**src/rtl/spi_brg_pkg.sv**
```systemverilog
package spi_brg_pkg;
  localparam int PRE_W   = 3;
  localparam int SEL_W   = 3;
  localparam int REG_W   = 8;
  localparam int PRE_LSB = 4;
  localparam int SEL_LSB = 0;
  // (P+1) needs PRE_W+1 bits, shifted by up to 2^SEL_W-1 places
  localparam int HALF_W  = PRE_W + (1 << SEL_W);

  typedef struct packed {
    logic [PRE_W-1:0] pre;
    logic [SEL_W-1:0] sel;
  } brg_cfg_t;
endpackage

```
**src/rtl/brg_rst_sync.sv**
```systemverilog
module brg_rst_sync #(
  parameter int STAGES = 2
) (
  input  logic clk,
  input  logic rst_n,
  output logic rst_n_sync
);
  logic [STAGES-1:0] sync_q;

  always_ff @(posedge clk or negedge rst_n) begin
    if (!rst_n) sync_q <= '0;
    else        sync_q <= {sync_q[STAGES-2:0], 1'b1};
  end

  assign rst_n_sync = sync_q[STAGES-1];
endmodule

```
**src/rtl/brg_cfg_reg.sv**
```systemverilog
module brg_cfg_reg
  import spi_brg_pkg::*;
#(
  parameter int DATA_W = REG_W
) (
  input  logic              clk,
  input  logic              rst_n,
  input  logic              wr_en,
  input  logic [DATA_W-1:0] wr_data,
  input  logic              busy,
  output brg_cfg_t          cfg,
  output logic              cfg_change,
  output logic [DATA_W-1:0] rd_data,
  output logic              abort
);
  brg_cfg_t          cfg_q, cfg_nxt, wr_cfg;
  logic [DATA_W-1:0] rd_q, rd_nxt;
  logic              abort_q, abort_nxt;

  // Field extraction; reserved positions are simply never looked at
  always_comb begin
    wr_cfg.pre = wr_data[PRE_LSB +: PRE_W];
    wr_cfg.sel = wr_data[SEL_LSB +: SEL_W];
  end

  assign cfg_change = wr_en && (wr_cfg != cfg_q);

  always_comb begin
    cfg_nxt   = wr_en ? wr_cfg : cfg_q;
    abort_nxt = cfg_change && busy;
    rd_nxt    = '0;
    rd_nxt[PRE_LSB +: PRE_W] = cfg_nxt.pre;
    rd_nxt[SEL_LSB +: SEL_W] = cfg_nxt.sel;
  end

  always_ff @(posedge clk or negedge rst_n) begin
    if (!rst_n) begin
      cfg_q   <= '0;
      rd_q    <= '0;
      abort_q <= 1'b0;
    end else begin
      if (wr_en) cfg_q <= cfg_nxt;
      rd_q    <= rd_nxt;
      abort_q <= abort_nxt;
    end
  end

  assign cfg     = cfg_q;
  assign rd_data = rd_q;
  assign abort   = abort_q;

  assert_abort_cause_R7: assert property (@(posedge clk) disable iff (!rst_n)
    abort |-> ($past(busy) && $past(wr_en)));

  assert_idle_no_abort_R9: assert property (@(posedge clk) disable iff (!rst_n)
    !busy |=> !abort);

  assert_rd_hold_R2: assert property (@(posedge clk) disable iff (!rst_n)
    !wr_en |=> $stable(rd_data));
endmodule

```
**src/rtl/brg_half_calc.sv**
```systemverilog
module brg_half_calc
  import spi_brg_pkg::*;
#(
  parameter int CNT_W = HALF_W
) (
  input  brg_cfg_t   cfg,
  output logic [CNT_W-1:0] half
);
  logic [CNT_W-1:0] lin;

  always_comb begin
    lin  = CNT_W'(cfg.pre) + CNT_W'(1);
    half = lin << cfg.sel;
  end
endmodule

```
**src/rtl/brg_half_counter.sv**
```systemverilog
module brg_half_counter #(
  parameter int CNT_W = spi_brg_pkg::HALF_W
) (
  input  logic             clk,
  input  logic             rst_n,
  input  logic             busy,
  input  logic             restart,
  input  logic [CNT_W-1:0] half,
  output logic             half_tick,
  output logic             sck
);
  logic [CNT_W-1:0] cnt_q, cnt_nxt;
  logic             tick_q, tick_nxt;
  logic             sck_q, sck_nxt;
  logic             run, last;

  assign run  = busy && !restart;
  assign last = (cnt_q == half - CNT_W'(1));

  always_comb begin
    tick_nxt = run && last;
    if (!run)       cnt_nxt = '0;
    else if (last)  cnt_nxt = '0;
    else            cnt_nxt = cnt_q + CNT_W'(1);
    sck_nxt  = run ? (sck_q ^ tick_nxt) : 1'b0;
  end

  always_ff @(posedge clk or negedge rst_n) begin
    if (!rst_n) begin
      cnt_q  <= '0;
      tick_q <= 1'b0;
      sck_q  <= 1'b0;
    end else begin
      cnt_q  <= cnt_nxt;
      tick_q <= tick_nxt;
      sck_q  <= sck_nxt;
    end
  end

  assign half_tick = tick_q;
  assign sck       = sck_q;

  assert_cnt_range_R4: assert property (@(posedge clk) disable iff (!rst_n)
    cnt_q < half);

  assert_tick_needs_busy_R5: assert property (@(posedge clk) disable iff (!rst_n)
    half_tick |-> $past(busy));

  assert_sck_rise_on_tick_R6: assert property (@(posedge clk) disable iff (!rst_n)
    $rose(sck) |-> half_tick);

  assert_sck_idle_low_R6: assert property (@(posedge clk) disable iff (!rst_n)
    !busy |=> !sck);
endmodule

```
**src/rtl/spi_brg_top.sv**
```systemverilog
module spi_brg_top
  import spi_brg_pkg::*;
#(
  parameter int DATA_W = REG_W,
  parameter int CNT_W  = HALF_W
) (
  input  logic              clk,
  input  logic              rst_n,
  input  logic              wr_en,
  input  logic [DATA_W-1:0] wr_data,
  input  logic              busy,
  output logic [DATA_W-1:0] rd_data,
  output logic              half_tick,
  output logic              sck,
  output logic              abort
);
  logic             rst_n_int;
  brg_cfg_t         cfg;
  logic             cfg_change;
  logic [CNT_W-1:0] half;

  brg_rst_sync #(.STAGES(2)) i_rst_sync (
    .clk        (clk),
    .rst_n      (rst_n),
    .rst_n_sync (rst_n_int)
  );

  brg_cfg_reg #(.DATA_W(DATA_W)) i_cfg_reg (
    .clk        (clk),
    .rst_n      (rst_n_int),
    .wr_en      (wr_en),
    .wr_data    (wr_data),
    .busy       (busy),
    .cfg        (cfg),
    .cfg_change (cfg_change),
    .rd_data    (rd_data),
    .abort      (abort)
  );

  brg_half_calc #(.CNT_W(CNT_W)) i_half_calc (
    .cfg  (cfg),
    .half (half)
  );

  brg_half_counter #(.CNT_W(CNT_W)) i_half_counter (
    .clk       (clk),
    .rst_n     (rst_n_int),
    .busy      (busy),
    .restart   (cfg_change),
    .half      (half),
    .half_tick (half_tick),
    .sck       (sck)
  );
endmodule

```
**config.mk**
```make
export PLATFORM = sky130hd
export DESIGN_NAME = spi_brg_top
export DESIGN_NICKNAME = d
export VERILOG_FILES = /design/src/rtl/spi_brg_pkg.sv /design/src/rtl/brg_rst_sync.sv /design/src/rtl/brg_cfg_reg.sv /design/src/rtl/brg_half_calc.sv /design/src/rtl/brg_half_counter.sv /design/src/rtl/spi_brg_top.sv
export SDC_FILE = /design/constraint.sdc
export NUM_CORES = 1
export LEC_CHECK = 0
export BUFFER_PORTS_ARGS = -buffer_cell sky130_fd_sc_hd__clkbuf_2
export CELL_PAD_IN_SITES_DETAIL_PLACEMENT = 1
export CELL_PAD_IN_SITES_GLOBAL_PLACEMENT = 2
export CORE_ASPECT_RATIO = 0.9
export CORE_MARGIN = 1.5
export CORE_UTILIZATION = 35
export DETAILED_ROUTE_END_ITERATION = 16
export PLACE_DENSITY = 0.83
export SETUP_SLACK_MARGIN = 0.3
export SYNTH_ARGS = -nofsm -noshare
export SYNTH_HDL_FRONTEND = slang
export SYNTH_SLANG_ARGS = --single-unit
```
**constraint.sdc**
```tcl
create_clock -name clk -period 1.1 [get_ports clk]
set_clock_uncertainty 0.1 [all_clocks]
set_input_delay 0.22 -clock clk [delete_from_list [all_inputs] [get_ports clk]]
set_output_delay 0.22 -clock clk [all_outputs]
set_load 0.005 [all_outputs]
```
==> out/metrics.yaml <==
synth:
  syn_inst: 223
  synth-simple-area-share: 0.240
  synth_compound_area_frac: 0.175
  synth_area_leaders: "dfrtp_1 33%, xnor2_1 6.3%, nor3_2 5.3%"
  syn-mean-instance-area_um2: 9.38
  synth_fa_ha_area_frac: 0.0179
  synth_seq_area_share: 0.335
  synthDistinctLibCells: 58
  synth_xor_area_frac: 0.117
  synth_area_um2: 2090
  yosysTopAreaCellShare: 0.335
  synth_top_family_by_area: "simple AND/OR/NAND/NOR gates"
  synthMuxAreaShare: 0.0532
  synth_edf_count: 0
  yosysWarnings: 0
  synth_seq_cells: 28
  synth_top_flop_cell: "dfrtp_1"
  yosysTopAreaCell: "dfrtp_1"
  async_flop_share: 1.00
die:
  io_pins: 23
  fp.coreArea_um2: 5730
  die_area_um2: 6450
  die_y_um: 76.3
  num_rows: 26
  die-width_um: 84.5
  start_util: 0.365
route:
  vias: 2044
  drtAntennaViolNets: 0
  wl_per_cell_um: 19.2
  routed_wl_mm: 7.30
  drc_errors: 0
  drt-initial-drc-count: 84
  firstDrtPassIters: 4
  via_per_inst: 5.38
critical_path:
  start_kind: "flip-flop"
  worst_setup_path_end_kind: "flip-flop"
  arrival_ps: 3020
  path_class: "flip-flop to flip-flop"
  worstPathMaxFanout: 12
  worstPathRequired_ps: 1190
cells_and_area:
  drive_gt1_frac: 0.542
  seq_area_um2: 707
  area_growth_syn_to_layout_pct: 49.4
  diodes: 0
  nets: 326
  multiInputGateArea_um2: 1500
  nFillCells: 649
  layoutNonFillerInstCount: 380
timing:
  maxSlewViolCount: 0
  hold_viol: 0
  final.min_clock_period_ps: 2930
  worst_slack_ps: -1830
  rsz0062_at_grt: "true"
  fin_setup_tns_ps: -23560
  finalCritPeriodShare: 2.66
  hold_ws_ps: 66.3
  max_freq_ghz: 0.341
  final-setup-viol-count: 18
clock_tree:
  clk_pin_slew_ps: 100
  root_buffer: "clkbuf_8"
  cts_buffers: 3
  clk_path_buf_depth: 2
  htreeDepth: 1
  clock-sinks: 28
  clk_latency_ps: 270
  cts_tree: "built"
power_and_ir_drop:
  p_leak_uw: 0.00134
  total_power_uw: 3370
  power-per-cell-area_nw_per_um2: 1080
  max-vdd-ir-drop_mv: 0.556
place:
  port_buffers: 18
  gp_congestion: 0.886
  placed_cells: 369
  dp_slack_ps: -1890
  hpwl_mm: 5.29
global_route:
  grt_overflow: 0
  antenna_found_initial: 0
  grt_pass1_wl_mm: 11.5
  grt_start_max_net_pins: 16
  grtUsageTotal: 0.226
  grt_pass1_vias: 2274
run_status:
  status: "finished with violations"
  violations: "negative setup slack"
flow_run:
  drv_cap: 0
min_path:
  holdCritPathClass: "flip-flop to asynchronous set/reset pin"
[synthesized netlist by cell type, drive strengths merged (6+ instances only)]
cell,instances
nor3,13
o211ai,7
inv,9
nand3,8
nor2,15
o21ai,12
xnor2,15
a21oi,8
mux2,7
dfrtp,28
xor2,12
nor4,6
nand2,17
buf,11
[sequential cells by signal, summed over array words and instances, names as in the netlist]
signal and count:
i_cfg_reg.cfg 6, i_cfg_reg.rd_data 6, i_cfg_reg.abort 1, i_half_counter.half_tick 1, i_half_counter.cnt_q 11, i_half_counter.sck 1
i_rst_sync.sync_q 2
[kinds of logic (layout without fill, tap and decap cells)]
logic type | Yosys count | after routing
compound gates | 48 | 48
xor+xnor | 27 | 27
fa+ha+maj | 3 | 3
buf+inv | 24 | 110
flops | 28 | 28
mux | 9 | 9
other cells | 2 | 3
simple gates | 82 | 82
[layout by cell type, fill, tap and decap left out, types with 3 or more instances in the layout]
| cell type | synthesis | routed |
|---|---|---|
| inv_1 | 9 | 5 |
| nor2_1 | 15 | 13 |
| o211ai_1 | 7 | 7 |
| a21oi_1 | 5 | 5 |
| nand2_2 | 0 | 3 |
| nor3_2 | 11 | 11 |
| buf_4 | 3 | 67 |
| dfrtp_1 | 28 | 23 |
| nand2_1 | 17 | 14 |
| clkbuf_2 | 0 | 18 |
| o21ai_2 | 0 | 7 |
| xor2_1 | 11 | 10 |
| o21ai_0 | 11 | 3 |
| nand2b_1 | 3 | 3 |
| buf_6 | 2 | 9 |
| nand3_1 | 8 | 8 |
| conb_1 | 2 | 3 |
| dfrtp_2 | 0 | 5 |
| nor4_2 | 0 | 3 |
| xnor2_1 | 15 | 12 |
| clkbuf_8 | 0 | 3 |
| mux2_2 | 7 | 6 |
| a211oi_1 | 3 | 3 |
[layer usage]
metal | GRT usage | part of all wire | vias up
met5 | 0 | 0 | -
met4 | 0.0484 | 0.012 | 0
met3 | 0.0217 | 0.030 | 8
met2 | 0.398 | 0.51 | 42
met1 | 0.301 | 0.45 | 1023
li1 | - | - | 971
[path summary, 6_finish.rpt]
check / from / end / slack (ps) / depth (start not counted)
worst max-delay path: i_cfg_reg.cfg[4] / i_half_counter.cnt_q[0] / -1830 / 11
worst min-delay path: i_rst_sync.sync_q[1] / i_cfg_reg.cfg[2] / 70 / 0
worst max register to register: i_cfg_reg.cfg[4] / i_half_counter.cnt_q[0] / -1830 / 11
worst min register to register: i_rst_sync.sync_q[1] / i_cfg_reg.cfg[2] / 70 / 0
max in group asynchronous: i_rst_sync.sync_q[1] / i_half_counter.sck / 440 / 1
min in group clk: busy / i_cfg_reg.abort / 70 / 3
[report_power, final]
part           leakage [uW]  switching [uW]  internal [uW]
sequential         0.000354            64.9           1080
combinational      0.000960             838            792
clock             0.0000228             328            260
[cell type report]
cell class,count,area share
repair buffers,97,0.238
inverters,9,0.0148
flip-flops and latches,28,0.226
well taps,70,0.0280
clock buffers,4,0.0144
multi-input cells,172,0.478
[per-stage QoR]
step	area, um2	util
2_1_floorplan	2270	-
3_3_place_gp	2830	0.495
3_5_place_dp	2830	0.495
4_1_cts	3030	0.530
5_1_grt	3130	0.546
6_report	3130	0.546
[worst max-delay path, cell delays in order, from the launching register on]
cell and delay (ps):
dfrtp_1 430, ha_4 200, xor2_4 180, buf_4 160, a2111o_1 410, o211ai_1 150, buf_4 210, and4b_1 230
nor3_4 300, nor4_4 90, buf_12 160, nor3_2 220
[what timing repair did]
item,in CTS,in global routing
endpoints found under the hold margin,2,0
setup buffers,4,2
hold buffers,1,0
pin swaps,5,1
endpoints found under the setup margin,35,35
gates resized for setup,26,17
No activity file was read; power rests on OpenSTA's default activity.
